File: config.mk
export PLATFORM = sky130hd
export DESIGN_NAME = ext_bus_master
export DESIGN_NICKNAME = d
export VERILOG_FILES = /design/src/rtl/ebm_pkg.sv /design/src/rtl/ebm_ctrl.sv /design/src/rtl/ebm_datapath.sv /design/src/rtl/ext_bus_master.sv
export SDC_FILE = /design/constraint.sdc
export NUM_CORES = 1
export LEC_CHECK = 0
export ABC_AREA = 1
export BUFFER_PORTS_ARGS = -buffer_cell sky130_fd_sc_hd__buf_2
export CELL_PAD_IN_SITES_DETAIL_PLACEMENT = 0
export CELL_PAD_IN_SITES_GLOBAL_PLACEMENT = 1
export CORE_UTILIZATION = 36
export CTS_BUF_LIST = sky130_fd_sc_hd__clkbuf_8 sky130_fd_sc_hd__clkbuf_16
export CTS_CLUSTER_DIAMETER = 30
export DETAILED_ROUTE_END_ITERATION = 8
export GPL_TIMING_DRIVEN = 0
export PLACE_DENSITY = 0.78
export SLEW_MARGIN = 20
export SYNTH_ARGS = -nofsm -noshare
export SYNTH_HDL_FRONTEND = slang
export SYNTH_SLANG_ARGS = --single-unit
File: constraint.sdc
create_clock -name clk -period 3.25 [get_ports clk]
set_clock_uncertainty 0.15 [all_clocks]
set_input_delay 0.65 -clock clk [delete_from_list [all_inputs] [get_ports clk]]
set_output_delay 0.65 -clock clk [all_outputs]
set_load 0.005 [all_outputs]
File: src/rtl/ebm_pkg.sv
package ebm_pkg;
  typedef enum logic [2:0] {
    ST_IDLE,
    ST_ALIGN,
    ST_LEAD,
    ST_ACTIVE,
    ST_TRAIL
  } busState_t;

  typedef struct packed {
    logic take;      // request latched into pending registers
    logic launch;    // lead phase begins next cycle: drive new address
    logic busOn;     // lead, active or trail in progress
    logic strobeOn;  // active phase in progress
    logic capture;   // final active cycle: sample read data
  } dpCtl_t;
endpackage

File: src/rtl/ebm_ctrl.sv
module ebm_ctrl
  import ebm_pkg::*;
#(
  parameter int CNT_W = 4
) (
  input  logic             clk,
  input  logic             rstN,
  input  logic             reqValid,
  input  logic             reqWrite,
  input  logic [CNT_W-1:0] rdLead,
  input  logic [CNT_W-1:0] rdActive,
  input  logic [CNT_W-1:0] rdTrail,
  input  logic [CNT_W-1:0] wrLead,
  input  logic [CNT_W-1:0] wrActive,
  input  logic [CNT_W-1:0] wrTrail,
  input  logic             useReady,
  input  logic             doubleTiming,
  input  logic             halfClk,
  input  logic             readyIn,
  output dpCtl_t           ctl,
  output logic             busClk,
  output logic             done,
  output logic             reqReady
);
  localparam int LEN_W = CNT_W + 1;

  function automatic logic [LEN_W-1:0] phaseLen(input logic [CNT_W-1:0] c, input logic dbl);
    logic [LEN_W-1:0] base;
    base = (c == '0) ? LEN_W'(1) : LEN_W'(c);
    return dbl ? (base << 1) : base;
  endfunction

  busState_t        state;
  logic [LEN_W-1:0] cnt;
  logic             isWrite;
  logic             divPhase;
  logic             selWrite;
  logic             cntZero;
  logic             activeEnd;
  logic             needAlign;
  logic [LEN_W-1:0] leadLen, actLen, trailLen;

  assign selWrite  = (state == ST_IDLE) ? reqWrite : isWrite;
  assign cntZero   = (cnt == '0);
  assign activeEnd = (state == ST_ACTIVE) && cntZero && (!useReady || readyIn);
  assign needAlign = halfClk && divPhase;

  always_comb begin
    leadLen  = phaseLen(selWrite ? wrLead   : rdLead,   doubleTiming);
    actLen   = phaseLen(selWrite ? wrActive : rdActive, doubleTiming);
    trailLen = phaseLen(selWrite ? wrTrail  : rdTrail,  doubleTiming);
  end

  always_ff @(posedge clk or negedge rstN) begin
    if (!rstN) begin
      divPhase <= 1'b0;
    end else begin
      divPhase <= ~divPhase;
    end
  end

  assign busClk = halfClk ? divPhase : clk;

  always_ff @(posedge clk or negedge rstN) begin
    if (!rstN) begin
      state   <= ST_IDLE;
      cnt     <= '0;
      isWrite <= 1'b0;
    end else begin
      case (state)
        ST_IDLE: begin
          if (reqValid) begin
            isWrite <= reqWrite;
            if (needAlign) begin
              state <= ST_ALIGN;
            end else begin
              state <= ST_LEAD;
              cnt   <= leadLen - 1'b1;
            end
          end
        end
        ST_ALIGN: begin
          state <= ST_LEAD;
          cnt   <= leadLen - 1'b1;
        end
        ST_LEAD: begin
          if (cntZero) begin
            state <= ST_ACTIVE;
            cnt   <= actLen - 1'b1;
          end else begin
            cnt <= cnt - 1'b1;
          end
        end
        ST_ACTIVE: begin
          if (!cntZero) begin
            cnt <= cnt - 1'b1;
          end else if (activeEnd) begin
            state <= ST_TRAIL;
            cnt   <= trailLen - 1'b1;
          end
        end
        ST_TRAIL: begin
          if (cntZero) begin
            state <= ST_IDLE;
          end else begin
            cnt <= cnt - 1'b1;
          end
        end
        default: state <= ST_IDLE;
      endcase
    end
  end

  always_comb begin
    ctl.take     = (state == ST_IDLE) && reqValid;
    ctl.launch   = ((state == ST_IDLE) && reqValid && !needAlign) || (state == ST_ALIGN);
    ctl.busOn    = (state == ST_LEAD) || (state == ST_ACTIVE) || (state == ST_TRAIL);
    ctl.strobeOn = (state == ST_ACTIVE);
    ctl.capture  = activeEnd;
  end

  assign done     = (state == ST_TRAIL) && cntZero;
  assign reqReady = (state == ST_IDLE);
endmodule

File: src/rtl/ebm_datapath.sv
module ebm_datapath
  import ebm_pkg::*;
#(
  parameter int ADDR_W = 19,
  parameter int DATA_W = 16,
  parameter int ZONES  = 8
) (
  input  logic              clk,
  input  logic              rstN,
  input  dpCtl_t            ctl,
  input  logic              reqWrite,
  input  logic [ADDR_W-1:0] reqAddr,
  input  logic [DATA_W-1:0] reqWdata,
  input  logic [$clog2(ZONES)-1:0] reqZone,
  input  logic [DATA_W-1:0] dataIn,
  output logic [ZONES-1:0]  csN,
  output logic [ADDR_W-1:0] addrOut,
  output logic              rdN,
  output logic              wrN,
  output logic              rnw,
  output logic [DATA_W-1:0] dataOut,
  output logic              dataOe,
  output logic [DATA_W-1:0] rdData
);
  localparam int ZONE_W = $clog2(ZONES);

  logic              pendWrite;
  logic [ADDR_W-1:0] pendAddr;
  logic [DATA_W-1:0] pendWdata;
  logic [ZONE_W-1:0] pendZone;

  always_ff @(posedge clk or negedge rstN) begin
    if (!rstN) begin
      pendWrite <= 1'b0;
      pendAddr  <= '0;
      pendWdata <= '0;
      pendZone  <= '0;
    end else if (ctl.take) begin
      pendWrite <= reqWrite;
      pendAddr  <= reqAddr;
      pendWdata <= reqWdata;
      pendZone  <= reqZone;
    end
  end

  always_ff @(posedge clk or negedge rstN) begin
    if (!rstN) begin
      addrOut <= '0;
    end else if (ctl.launch) begin
      addrOut <= ctl.take ? reqAddr : pendAddr;
    end
  end

  always_ff @(posedge clk or negedge rstN) begin
    if (!rstN) begin
      rdData <= '0;
    end else if (ctl.capture && !pendWrite) begin
      rdData <= dataIn;
    end
  end

  for (genvar z = 0; z < ZONES; z++) begin : g_cs
    assign csN[z] = !(ctl.busOn && (pendZone == ZONE_W'(z)));
  end

  assign rdN     = !(ctl.strobeOn && !pendWrite);
  assign wrN     = !(ctl.strobeOn && pendWrite);
  assign rnw     = !(ctl.busOn && pendWrite);
  assign dataOut = pendWdata;
  assign dataOe  = ctl.busOn && pendWrite;
endmodule

File: src/rtl/ext_bus_master.sv
module ext_bus_master
  import ebm_pkg::*;
#(
  parameter int ADDR_W = 19,
  parameter int DATA_W = 16,
  parameter int ZONES  = 8,
  parameter int CNT_W  = 4,
  localparam int ZONE_W = $clog2(ZONES)
) (
  input  logic              clk,
  input  logic              rstN,
  input  logic              useReady,
  input  logic              doubleTiming,
  input  logic              halfClk,
  input  logic [CNT_W-1:0]  rdLead,
  input  logic [CNT_W-1:0]  rdActive,
  input  logic [CNT_W-1:0]  rdTrail,
  input  logic [CNT_W-1:0]  wrLead,
  input  logic [CNT_W-1:0]  wrActive,
  input  logic [CNT_W-1:0]  wrTrail,
  input  logic              reqValid,
  input  logic              reqWrite,
  input  logic [ADDR_W-1:0] reqAddr,
  input  logic [DATA_W-1:0] reqWdata,
  input  logic [ZONE_W-1:0] reqZone,
  output logic              reqReady,
  output logic [DATA_W-1:0] rdData,
  output logic              done,
  output logic              busClk,
  output logic [ZONES-1:0]  csN,
  output logic [ADDR_W-1:0] addrOut,
  output logic              rdN,
  output logic              wrN,
  output logic              rnw,
  output logic [DATA_W-1:0] dataOut,
  output logic              dataOe,
  input  logic [DATA_W-1:0] dataIn,
  input  logic              readyIn
);
  dpCtl_t ctl;

  ebm_ctrl #(.CNT_W(CNT_W)) u_ctrl (
    .clk(clk), .rstN(rstN), .reqValid(reqValid), .reqWrite(reqWrite),
    .rdLead(rdLead), .rdActive(rdActive), .rdTrail(rdTrail),
    .wrLead(wrLead), .wrActive(wrActive), .wrTrail(wrTrail),
    .useReady(useReady), .doubleTiming(doubleTiming), .halfClk(halfClk),
    .readyIn(readyIn), .ctl(ctl), .busClk(busClk), .done(done), .reqReady(reqReady)
  );

  ebm_datapath #(.ADDR_W(ADDR_W), .DATA_W(DATA_W), .ZONES(ZONES)) u_dp (
    .clk(clk), .rstN(rstN), .ctl(ctl), .reqWrite(reqWrite), .reqAddr(reqAddr),
    .reqWdata(reqWdata), .reqZone(reqZone), .dataIn(dataIn), .csN(csN),
    .addrOut(addrOut), .rdN(rdN), .wrN(wrN), .rnw(rnw), .dataOut(dataOut),
    .dataOe(dataOe), .rdData(rdData)
  );
endmodule

After elaboration in Yosys (flattened, before gate mapping)
Cells that the tools add are included.

storage, ports and cells
  register bits after elaboration = 84
  latch bits = 0
  RAM bits = 0
  memory bits (read-only) = 0
  bits of input ports = 86
  output and inout port bits = 66
  logic and storage cells = 106
  memories kept = 0

cells by class
  $add $sub $neg = 4
  $mul = 0
  divide/modulo/power cells = 0
  $lt $le $gt $ge = 0
  eq/ne operators = 19
  shift-type cells = 0
  mux-type cells = 26
  bitwise logic cells = 1
  reduce and logical (&&, ||, !) cells = 46

operators with widths
  kind                                                                number
  5-bit two-way mux                                                   9
  5-bit one-hot mux with 5 select lines                               1
  4-bit two-way mux                                                   6
  5-bit by 1-bit subtractor with 5-bit output, second input constant  4
  19-bit two-way mux                                                  1
  1-bit logical AND                                                   18
  3-bit == test, second input constant                                5
  3-bit two-way mux                                                   5
  3-bit one-hot mux with 5 select lines                               1
  1-bit logical NOT                                                   14
  3-bit by 2-bit == test with 1-bit output, second input constant     4
  4-bit logical NOT                                                   3
  2-bit != test, second input constant                                5
  5-bit AND reduction                                                 2
  3-bit by 1-bit == test with 1-bit output, second input constant     2
  3-bit logical NOT                                                   2
  5-bit logical NOT                                                   1
  5-bit nonzero test                                                  1
  1-bit logical OR                                                    4
  2-bit by 1-bit != test with 1-bit output, second input constant     2
  3-bit != test, second input constant                                1
  1-bit two-way mux                                                   2
  2-bit two-way mux                                                   1
  2-bit AND reduction                                                 1
  1-bit inverter                                                      1

Depth between registers and ports, before layout
Gate-level depths: netlist of the first run.

  depth in word-level cells = 10
  mapped depth = 19
  depth with buffers taken out = 19

Hierarchy
A second synthesis of the first run with hierarchy kept.

unflattened totals
  cell total of the unflattened synthesis = 640
  area, all modules = 4700.8 sq um

by module, submodules not included
  module        times used  cells an instance  area an instance (sq um)  seq. area each (sq um)
  ebm_datapath  1           373                3150.5                    1851.8
  ebm_ctrl      1           267                1550.2                    250.2

==> results.sh, run 1 <==
export IMPL_worstPathArrival_ns=2.19
export IMPL_tightest_slew_ns=0.559
export IMPL_nets=781
export IMPL_worst_setup_path_start_kind="clock port"
export IMPL_max_cap_violations=0
export IMPL_worstHoldPathType="input pin to async pin"
export IMPL_outcome="finished, final reports clean"
export IMPL_vias=4035
export IMPL_synthDistinctLibCells=38
export IMPL_cts_tree="done"
export IMPL_grt_max_degree=53
export IMPL_rsz0062_at_grt="no"
export IMPL_regToRegSetupSlack_ns=0.62
export IMPL_overflow=0
export IMPL_peakVddDrop_mv=0.609
export IMPL_synth_yosys_seq_area_share=0.473
export IMPL_layout_drive_gt1_share=0.329
export IMPL_gp_congestion=0.771
export IMPL_p_per_area_nw_per_um2=921
export IMPL_post_cts_resized=0
export IMPL_p_leak_uw=0.00307
export IMPL_antenna_left=0
export IMPL_postCtsSetupBuffers=0
export IMPL_drt_wl_total_um=11000
export IMPL_io_pins=152
export IMPL_numPortBuffers=150
export IMPL_worst_setup_path_type="clock port to primary output"
export IMPL_fin_cells=838
export IMPL_netlist_area_sq_um=4390
export IMPL_vias_per_cell=4.82
export IMPL_hold_viol_final=0
export IMPL_finalSetupTns_ns=0
export IMPL_insertion_delay_ns=0.33
export IMPL_crit_path_end_kind="primary output"
export IMPL_drt_wirelength_per_cell_um=13.1
export IMPL_setup_viol=0
export IMPL_yosysWarnings=0
export IMPL_start_util=0.376
export IMPL_critPathMaxFanout=12
export IMPL_ys_ff_latch=83
export IMPL_die_w_um=112
export IMPL_root_buffer="clkbuf_16"
export IMPL_die_height_um=112
export IMPL_power_uw=5210
export IMPL_clockBufferDepth=2
export IMPL_drtIter0Drc=182
export IMPL_antenna_cells=0
export IMPL_cp_required_ns=2.45
export IMPL_core_sq_um=11700
export IMPL_grt_usage=0.185
export IMPL_rows=39
export IMPL_place_hpwl_um=8450
export IMPL_postCtsHoldBufs=0
export IMPL_synth_cells=528
export IMPL_design_area_sq_um=5660
export IMPL_placed_cell_area_sq_um=5350
export IMPL_slew_headroom=0.627
export IMPL_slew_violations=0
export IMPL_drt_pass1_iterations=4
export IMPL_syn_num_nets=619
export IMPL_grt_pass1_vias=4004
export IMPL_antenna_found_initial=0
export IMPL_placed_cells=822
export IMPL_cts_buffers=9
export IMPL_dieArea_sq_um=12600
export IMPL_area_delta_synth_final_pct=29.1
export IMPL_avgSynthCellArea_sq_um=8.31
export IMPL_grt_first_pass_wirelength_um=18900
export IMPL_htreeDepth=3
export IMPL_route_detailed_drc=0
export IMPL_clkTransAtPathRegs_ns=0.06
[Yosys cell counts, drive strengths merged]
master    n  area, sq um
a21oi    11         58.8
a31oi    20          125
and2      1         6.26
buf      13         76.3
clkbuf    5         18.8
clkinv    1         3.75
dfrtp    83         2080
ha        5         62.6
inv      60          225
mux2     32          360
nand2   150          611
nand3    62          330
nand3b    1         7.51
nand4     6         37.5
nor2     47          204
nor3      2         10.0
o211ai    1         7.51
o21ai    19         98.8
o21bai    1         7.51
o22ai     2         12.5
o31ai     1         7.51
or2       2         12.5
xnor2     1         8.76
xor2      2         17.5
[sequential cells by signal (all words and copies together), names as in the netlist]
signal and cells:
u_dp.rdData 16, u_ctrl.cnt 5, u_ctrl.state 3, u_dp.pendAddr 19, u_dp.addrOut 19, u_dp.pendZone 3, u_ctrl.divPhase 1, u_dp.dataOut 16
u_dp.pendWrite 1
[final timing paths]
| check | startpoint | end | cells past startpoint |
|---|---|---|---|
| setup / recovery | clk | busClk | 5 |
| hold / removal | rstN | u_dp.dataOut[13] | 1 |
| setup reg to reg | u_ctrl.state[1] | u_ctrl.cnt[4] | 18 |
| hold reg to reg | u_ctrl.divPhase | u_ctrl.divPhase | 1 |
| max in group asynchronous | rstN | u_dp.rdData[7] | 2 |
| min in group clk | u_ctrl.divPhase | u_ctrl.divPhase | 1 |
[through the flow]
stage,setup slack [ns],util,hold slack (ns)
3_3_place_gp,0.517,0.456,0.256
5_1_grt,0.195,0.485,0.135
2_1_floorplan,0.721,-,0.204
3_5_place_dp,0.480,0.458,0.273
6_report,0.261,0.485,0.109
4_1_cts,0.241,0.485,0.113
[metal layers]
metal,vias up,global-route usage,wire [um]
met2,136,0.309,5150
met5,-,0,0
met1,1840,0.236,4830
met4,0,0.0533,139
li1,2049,-,-
met3,10,0.0513,832
[critical path, stage by stage]
cell	delay (ns)
clkbuf_16	0.16
clkbuf_16	0.17
inv_1	0.05
o21ai_0	0.05
buf_2	0.13
[cells in the final DEF, fill, tap and decap left out, types with 2 or more instances in the layout]
master / netlist / layout
buf_2: 7 / 156
nand2_1: 141 / 141
dfrtp_1: 83 / 83
inv_1: 57 / 58
nand3_1: 58 / 58
nor2_1: 42 / 42
mux2_2: 29 / 29
a31oi_1: 20 / 20
o21ai_0: 13 / 13
a21oi_1: 10 / 10
clkbuf_16: 0 / 9
nand4_1: 6 / 6
nand2_4: 5 / 5
o21ai_1: 5 / 5
clkbuf_1: 5 / 5
ha_1: 5 / 5
nand3_2: 4 / 4
nand2_2: 4 / 4
nor2_4: 3 / 3
inv_2: 3 / 3
buf_1: 3 / 3
buf_4: 2 / 3
mux2_1: 3 / 3
nor2_2: 2 / 2
nor3_1: 2 / 2
xor2_1: 2 / 2
o22ai_1: 2 / 2
bufinv_16: 0 / 2
[power by group]
part	total [uW]	internal, uW	switching, uW
clock	1070	673	401
combinational	2420	998	1420
sequential	1720	1490	228
total	5210	3160	2050
[kinds of logic (layout without fill, tap and decap cells)]
kind of cell               Yosys count  in the layout  share of synthesized area
xor gates and xnor gates             3              3                    0.00599
muxes                               32             32                     0.0821
buffers and inverters               79            246                     0.0739
AOI/OAI and AO/OA                   55             55                     0.0724
DFF                                 83             83                      0.473
and+or+nand+nor                    271            271                      0.278
adders and majority gates            5              5                     0.0143
[cell type report]
type,instances,area (sq um)
Buffer,18,95.1
Clock buffer,10,230
Clock inverter,8,93.8
Fill cell,1172,6000
Inverter,60,225
Multi-Input combinational cell,366,1990
Sequential cell,83,2080
Tap cell,143,179
Timing Repair Buffer,150,776
Note: power is estimated with default switching activity, not from simulation.
==> run 2, diff against run 1 <==
--- a/config.mk
+++ b/config.mk
@@ -5,11 +5,10 @@
 export SDC_FILE = /design/constraint.sdc
 export NUM_CORES = 1
 export LEC_CHECK = 0
-export ABC_AREA = 1
 export BUFFER_PORTS_ARGS = -buffer_cell sky130_fd_sc_hd__buf_2
 export CELL_PAD_IN_SITES_DETAIL_PLACEMENT = 0
 export CELL_PAD_IN_SITES_GLOBAL_PLACEMENT = 1
-export CORE_UTILIZATION = 36
+export CORE_UTILIZATION = 38
 export CTS_BUF_LIST = sky130_fd_sc_hd__clkbuf_8 sky130_fd_sc_hd__clkbuf_16
 export CTS_CLUSTER_DIAMETER = 30
 export DETAILED_ROUTE_END_ITERATION = 8
==> run 2 against run 1 <==
Compared with the run above: cell count fell by 17%; largest power group unchanged; critical endpoint is now u_ctrl.cnt[4]; highest routed layer unchanged; combinational power grew 3%; core utilization rose by 3.1 points; first-iteration DRC count is 27% lower; cell area grew 0.18%; critical path depth rose by 7.
==> results.sh, run 2 <==
export IMPL_final_common_cell="buf_2"
export IMPL_fin_cells=694
export IMPL_setup_viol=0
export IMPL_outcome="finished, final reports clean"
export IMPL_antenna_left=0
export IMPL_drtIter0Drc=132
export IMPL_met1_usage=0.236
export IMPL_gr_usage_met3=0.0747
export IMPL_max_cap_violations=0
export IMPL_die_w_um=109
export IMPL_cp_required_ns=3.28
export IMPL_synth_top_area_frac=0.478
export IMPL_synth_most_common_cell="dfrtp_1"
export IMPL_yosysWarnings=0
export IMPL_grt_pass1_vias=3671
export IMPL_hold_viol_final=0
export IMPL_multi_input_area_sq_um=2170
export IMPL_overflow=0
export IMPL_worstHoldPathType="input pin to async pin"
export IMPL_ys_async_sr_fraction=1.00
export IMPL_grt_usage=0.195
export IMPL_synth_edf_count=0
export IMPL_grt_first_pass_wirelength_um=17900
export IMPL_fillers=1029
export IMPL_synth_largest_area_cell="dfrtp_1"
export IMPL_ys_ff_latch=83
export IMPL_die_height_um=109
export IMPL_post_route_period_util=0.965
export IMPL_slew_headroom=0.427
export IMPL_cts_tree="done"
export IMPL_dpl_worst_slack_ns=-0.260
export IMPL_final_cell_mix="buf_2 (159), dfrtp_1 (83), mux2_2 (75), nor2_1 (22), nand2_1 (21)"
export IMPL_critPathMaxFanout=8
export IMPL_layout_setup_ws_ns=0.113
export IMPL_syn_num_nets=479
export IMPL_io_pins=152
export IMPL_antenna_found_initial=0
export IMPL_cts_buffers=9
export IMPL_numPortBuffers=150
export IMPL_rsz0062_at_grt="yes"
export IMPL_ys_flop_type="dfrtp_1"
export IMPL_synthDistinctLibCells=57
export IMPL_synth_area_leaders="dfrtp_1 (48%), mux2_2 (19%), mux2i_1 (2.8%), a21oi_1 (2.0%), nor2_1 (1.9%)"
export IMPL_peakVddDrop_mv=0.547
export IMPL_vias=3709
export IMPL_avgSynthCellArea_sq_um=11.2
export IMPL_area_delta_synth_final_pct=30.6
export IMPL_nets=640
export IMPL_worst_setup_path_type="flip-flop to flip-flop"
export IMPL_antenna_cells=0
export IMPL_start_util=0.395
export IMPL_p_per_area_nw_per_um2=934
export IMPL_gp_congestion=0.851
export IMPL_synth_cells=388
export IMPL_regToRegSetupSlack_ns=0.11
export IMPL_route_detailed_drc=0
export IMPL_grt_busiest_layer="met2"
export IMPL_slew_violations=0
export IMPL_drt_wl_total_um=11100
export IMPL_reg_top3="u_dp.addrOut x19, u_dp.pendAddr x19"
export IMPL_netlist_area_sq_um=4340
export IMPL_design_area_sq_um=5670
export IMPL_postCtsHoldBufs=0
export IMPL_root_buffer="clkbuf_16"
export IMPL_worstPathArrival_ns=3.17
export IMPL_max_freq_ghz=0.319
export IMPL_dieArea_sq_um=11900
export IMPL_placed_cells=679
export IMPL_postCtsSetupBuffers=0
export IMPL_seqCellArea_sq_um=2080
export IMPL_clkTransAtPathRegs_ns=0.06
export IMPL_use_met2=0.319
export IMPL_worst_setup_path_start_kind="flip-flop"
export IMPL_p_leak_uw=0.00264
export IMPL_drt_pass1_iterations=4
export IMPL_period_minus_slack_ns=3.14
export IMPL_clockBufferDepth=2
export IMPL_grt_max_degree=49
export IMPL_layout_drive_gt1_share=0.493
export IMPL_vias_per_cell=5.34
export IMPL_crit_path_end_kind="flip-flop"
export IMPL_core_sq_um=11000
export IMPL_ys_top_cells_by_count="dfrtp_1 (83), mux2_2 (75), nor2_1 (22)"
export IMPL_insertion_delay_ns=0.33
export IMPL_place_hpwl_um=8570
export IMPL_htreeDepth=3
export IMPL_hold_slack_ns=0.128
export IMPL_tightest_slew_ns=0.853
export IMPL_synth_yosys_seq_area_share=0.478
export IMPL_placed_cell_area_sq_um=5300
export IMPL_rows=38
export IMPL_drt_wirelength_per_cell_um=16.1
## run 2: cell count changes in the layout (fill, tap and decap cells not counted), moves of 6 or more
cell	change
inv_1	-42
mux2i_1	+10
nand3_1	-47
nand2_1	-120
nor2_1	-20
nor3_1	+8
a31oi_1	-18
mux2_2	+46
a21oi_1	+6
## run 2: worst max-delay path, stage by stage (launching register included)
cell and delay (ns):
dfrtp_1 0.37, buf_6 0.14, or4b_4 0.58, a211oi_2 0.31
a21oi_4 0.07, a21oi_1 0.16, ha_1 0.19, inv_1 0.09
o311a_1 0.29, o21ai_0 0.16, o21ai_1 0.13, a221oi_2 0.28
a311oi_2 0.09
## run 2: area by class of cell
cell class	instances	share of cell area
multi-input cells	267	0.383
clock inverters	5	0.00353
flip-flops and latches	83	0.366
well taps	140	0.0309
plain buffers	23	0.0207
repair buffers	150	0.137
inverters	13	0.00860
clock buffers	13	0.0499
## run 2: cell families after synthesis
kind of cell	after synthesis	share of synthesized area
AO/OA/AOI/OAI	77	0.124
XOR/XNOR	4	0.00807
adder cells (fa/ha/maj)	5	0.0144
buffers and inverters	38	0.0418
flip-flops	83	0.478
multiplexers	88	0.226
AND/OR/NAND/NOR	93	0.107
## run 2: worst paths after layout
check | startpoint | cells after the start | end
setup / recovery | u_ctrl.state[1] | 12 | u_ctrl.cnt[4]
hold / removal | rstN | 1 | u_dp.dataOut[5]
setup reg to reg | u_ctrl.state[1] | 12 | u_ctrl.cnt[4]
hold reg to reg | u_ctrl.divPhase | 1 | u_ctrl.divPhase
max in group asynchronous | rstN | 2 | u_dp.rdData[0]
min in group clk | u_ctrl.divPhase | 1 | u_ctrl.divPhase
## run 2: timing repair
item | CTS | global route
setup endpoints to repair | 1 | 2
endpoints found under the hold margin | 0 | 0
resized for setup | 1 | 17
pin swaps | 0 | 7
## run 2: per-layer routing
metal  wire length [um]  part of all wire  up-vias
li1                   -                 -     1751
met1               4750              0.43     1796
met2               5170              0.46      151
met3               1090             0.098       11
met4                130             0.012        0
met5                  0                 0        -
## run 2: report_power, final
group	leakage (uW)	switching (uW)	internal, uW
combinational	0.00148	1230	1270
sequential	0.000993	261	1550
clock	0.000167	380	601
## run 2: through the flow
step                setup TNS (ns)  utilization  total power [uW]
floorplan                        0            -              3390
global placement            -0.280        0.480              4190
detailed placement          -0.359        0.482              4280
CTS                              0        0.510              5280
global route               -0.0278        0.516              5700
finish                           0        0.516              5300
==> run 3, diff against run 2 <==
--- a/config.mk
+++ b/config.mk
@@ -14,6 +14,7 @@
 export DETAILED_ROUTE_END_ITERATION = 8
 export GPL_TIMING_DRIVEN = 0
 export PLACE_DENSITY = 0.78
+export SETUP_SLACK_MARGIN = 0.15
 export SLEW_MARGIN = 20
 export SYNTH_ARGS = -nofsm -noshare
 export SYNTH_HDL_FRONTEND = slang
==> run 3 against run 2 <==
Compared with the run above: clock power about the same; core utilization up 0.64 points; non-clock buffer count up 6; combinational power up 4%; fmax up 1.5%; critical path type unchanged; largest cell class unchanged.
==> results.sh, run 3 (synthesized netlist as in run 2, its figures left out) <==
export IMPL_root_buffer="clkbuf_16"
export IMPL_vias_per_cell=5.32
export IMPL_vias=3723
export IMPL_finalSetupTns_ns=0
export IMPL_antenna_cells=0
export IMPL_insertion_delay_ns=0.33
export IMPL_grt_first_pass_wirelength_um=18000
export IMPL_antenna_found_initial=0
export IMPL_clkTransAtPathRegs_ns=0.06
export IMPL_post_route_period_util=0.951
export IMPL_hold_viol_final=0
export IMPL_p_int_uw=3500
export IMPL_drtIter0Drc=189
export IMPL_cp_required_ns=3.28
export IMPL_route_detailed_drc=0
export IMPL_htreeDepth=3
export IMPL_area_delta_synth_final_pct=32.2
export IMPL_slew_violations=0
export IMPL_final_common_cell="buf_2"
export IMPL_io_pins=152
export IMPL_grt_max_degree=49
export IMPL_max_cap_violations=0
export IMPL_outcome="finished, final reports clean"
export IMPL_worst_setup_path_start_kind="flip-flop"
export IMPL_p_sw_uw=1900
export IMPL_tightest_slew_ns=0.875
export IMPL_place_hpwl_um=8570
export IMPL_nets=646
export IMPL_die_height_um=109
export IMPL_rsz0062_at_grt="yes"
export IMPL_comb_power_share=0.482
export IMPL_crit_start="u_ctrl.state[1]"
export IMPL_setup_viol=0
export IMPL_worstHoldPathType="input pin to async pin"
export IMPL_peakVddDrop_mv=0.547
export IMPL_die_w_um=109
export IMPL_fin_cells=700
export IMPL_p_per_area_nw_per_um2=940
export IMPL_worst_setup_path_type="flip-flop to flip-flop"
export IMPL_drt_pass1_iterations=4
export IMPL_cts_tree="done"
export IMPL_r2r_start="u_ctrl.state[1]"
export IMPL_drt_wirelength_per_cell_um=16.1
export IMPL_p_leak_uw=0.00268
export IMPL_worstPathArrival_ns=3.12
export IMPL_cts_buffers=9
export IMPL_fin_util=0.523
export IMPL_critPathMaxFanout=7
export IMPL_max_freq_ghz=0.324
export IMPL_antenna_left=0
export IMPL_layout_drive_gt1_share=0.505
export IMPL_rows=38
export IMPL_fillers=1028
export IMPL_gp_congestion=0.851
export IMPL_grt_usage=0.197
export IMPL_final_cell_mix="buf_2 (159), dfrtp_1 (83), mux2_2 (75), nor2_1 (21), nand2_1 (21)"
export IMPL_crit_path_end_kind="flip-flop"
export IMPL_drt_wl_total_um=11200
export IMPL_swShare=0.351
export IMPL_numPortBuffers=150
export IMPL_power_uw=5400
export IMPL_hold_slack_ns=0.128
export IMPL_period_minus_slack_ns=3.09
export IMPL_reg_top3="u_dp.addrOut x19, u_dp.pendAddr x19"
export IMPL_slew_headroom=0.413
export IMPL_dieArea_sq_um=11900
export IMPL_p_clk_frac=0.182
export IMPL_placed_cells=679
export IMPL_start_util=0.395
export IMPL_grt_pass1_vias=3681
export IMPL_core_sq_um=11000
export IMPL_clockBufferDepth=2
export IMPL_overflow=0
export IMPL_pwr_share_seq=0.336
[run 3: cell count changes in the layout (fill, tap and decap cells not counted), sizes merged]
cell and delta:
buf +6
[run 3: worst max-delay path, cell delays in order, from the launching register on]
cell      delay [ns]
dfrtp_1         0.38
buf_6           0.12
or4b_4          0.56
and2_4          0.19
buf_12          0.13
mux2i_4         0.18
nor2_1          0.10
a21oi_1         0.06
ha_2            0.22
inv_2           0.08
nor4_2          0.04
o22ai_1         0.16
o311ai_2        0.15
a221oi_2        0.34
a311oi_2        0.07
[run 3: stage by stage]
step,instance area [sq um],setup WS (ns)
2_1_floorplan,4340,0.288
3_3_place_gp,5270,-0.215
3_5_place_dp,5300,-0.260
4_1_cts,5680,0.142
5_1_grt,5740,0.0441
6_report,5740,0.160
[run 3: path summary, 6_finish.rpt]
kind	cells after the start	to	slack [ns]
hold reg to reg	1	u_ctrl.divPhase	0.27
max in group asynchronous	2	u_dp.rdData[0]	2.23
hold / removal	1	u_dp.dataOut[5]	0.13
setup / recovery	14	u_ctrl.cnt[4]	0.16
min in group clk	1	u_ctrl.divPhase	0.27
setup reg to reg	14	u_ctrl.cnt[4]	0.16
[run 3: area by class of cell]
cell class / count / area [sq um] / area share
clock inverter: 5 / 20.0 / 0.00349
inverter: 13 / 48.8 / 0.00850
timing repair buffer: 155 / 813 / 0.142
multi-input combinational: 267 / 2180 / 0.380
tap: 140 / 175 / 0.0305
clock buffer: 13 / 283 / 0.0492
buffer: 24 / 143 / 0.0248
sequential: 83 / 2080 / 0.362
[run 3: what timing repair did]
action | 4_1_cts | 5_1_grt
pin swaps | 7 | 5
hold buffers | 0 | 0
gates resized for setup | 14 | 13
setup buffers | 3 | 2
endpoints found under the setup margin | 2 | 6
[run 3: routing by layer]
metal | share of wire | up-vias | GRT usage
met5 | 0 | - | 0
met4 | 0.012 | 0 | 0.0656
met3 | 0.098 | 11 | 0.0747
met2 | 0.46 | 140 | 0.320
met1 | 0.43 | 1805 | 0.238
li1 | - | 1767 | -
[run 3: power groups by stage]
stage / combinational, uW / clock [uW] / sequential, uW
6_report: 2600 / 981 / 1810
4_1_cts: 2530 / 1010 / 1820
3_3_place_gp: 2390 / 9.26 / 1800
5_1_grt: 2880 / 1050 / 1880
2_1_floorplan: 1570 / 6.21 / 1820
3_5_place_dp: 2440 / 9.26 / 1820
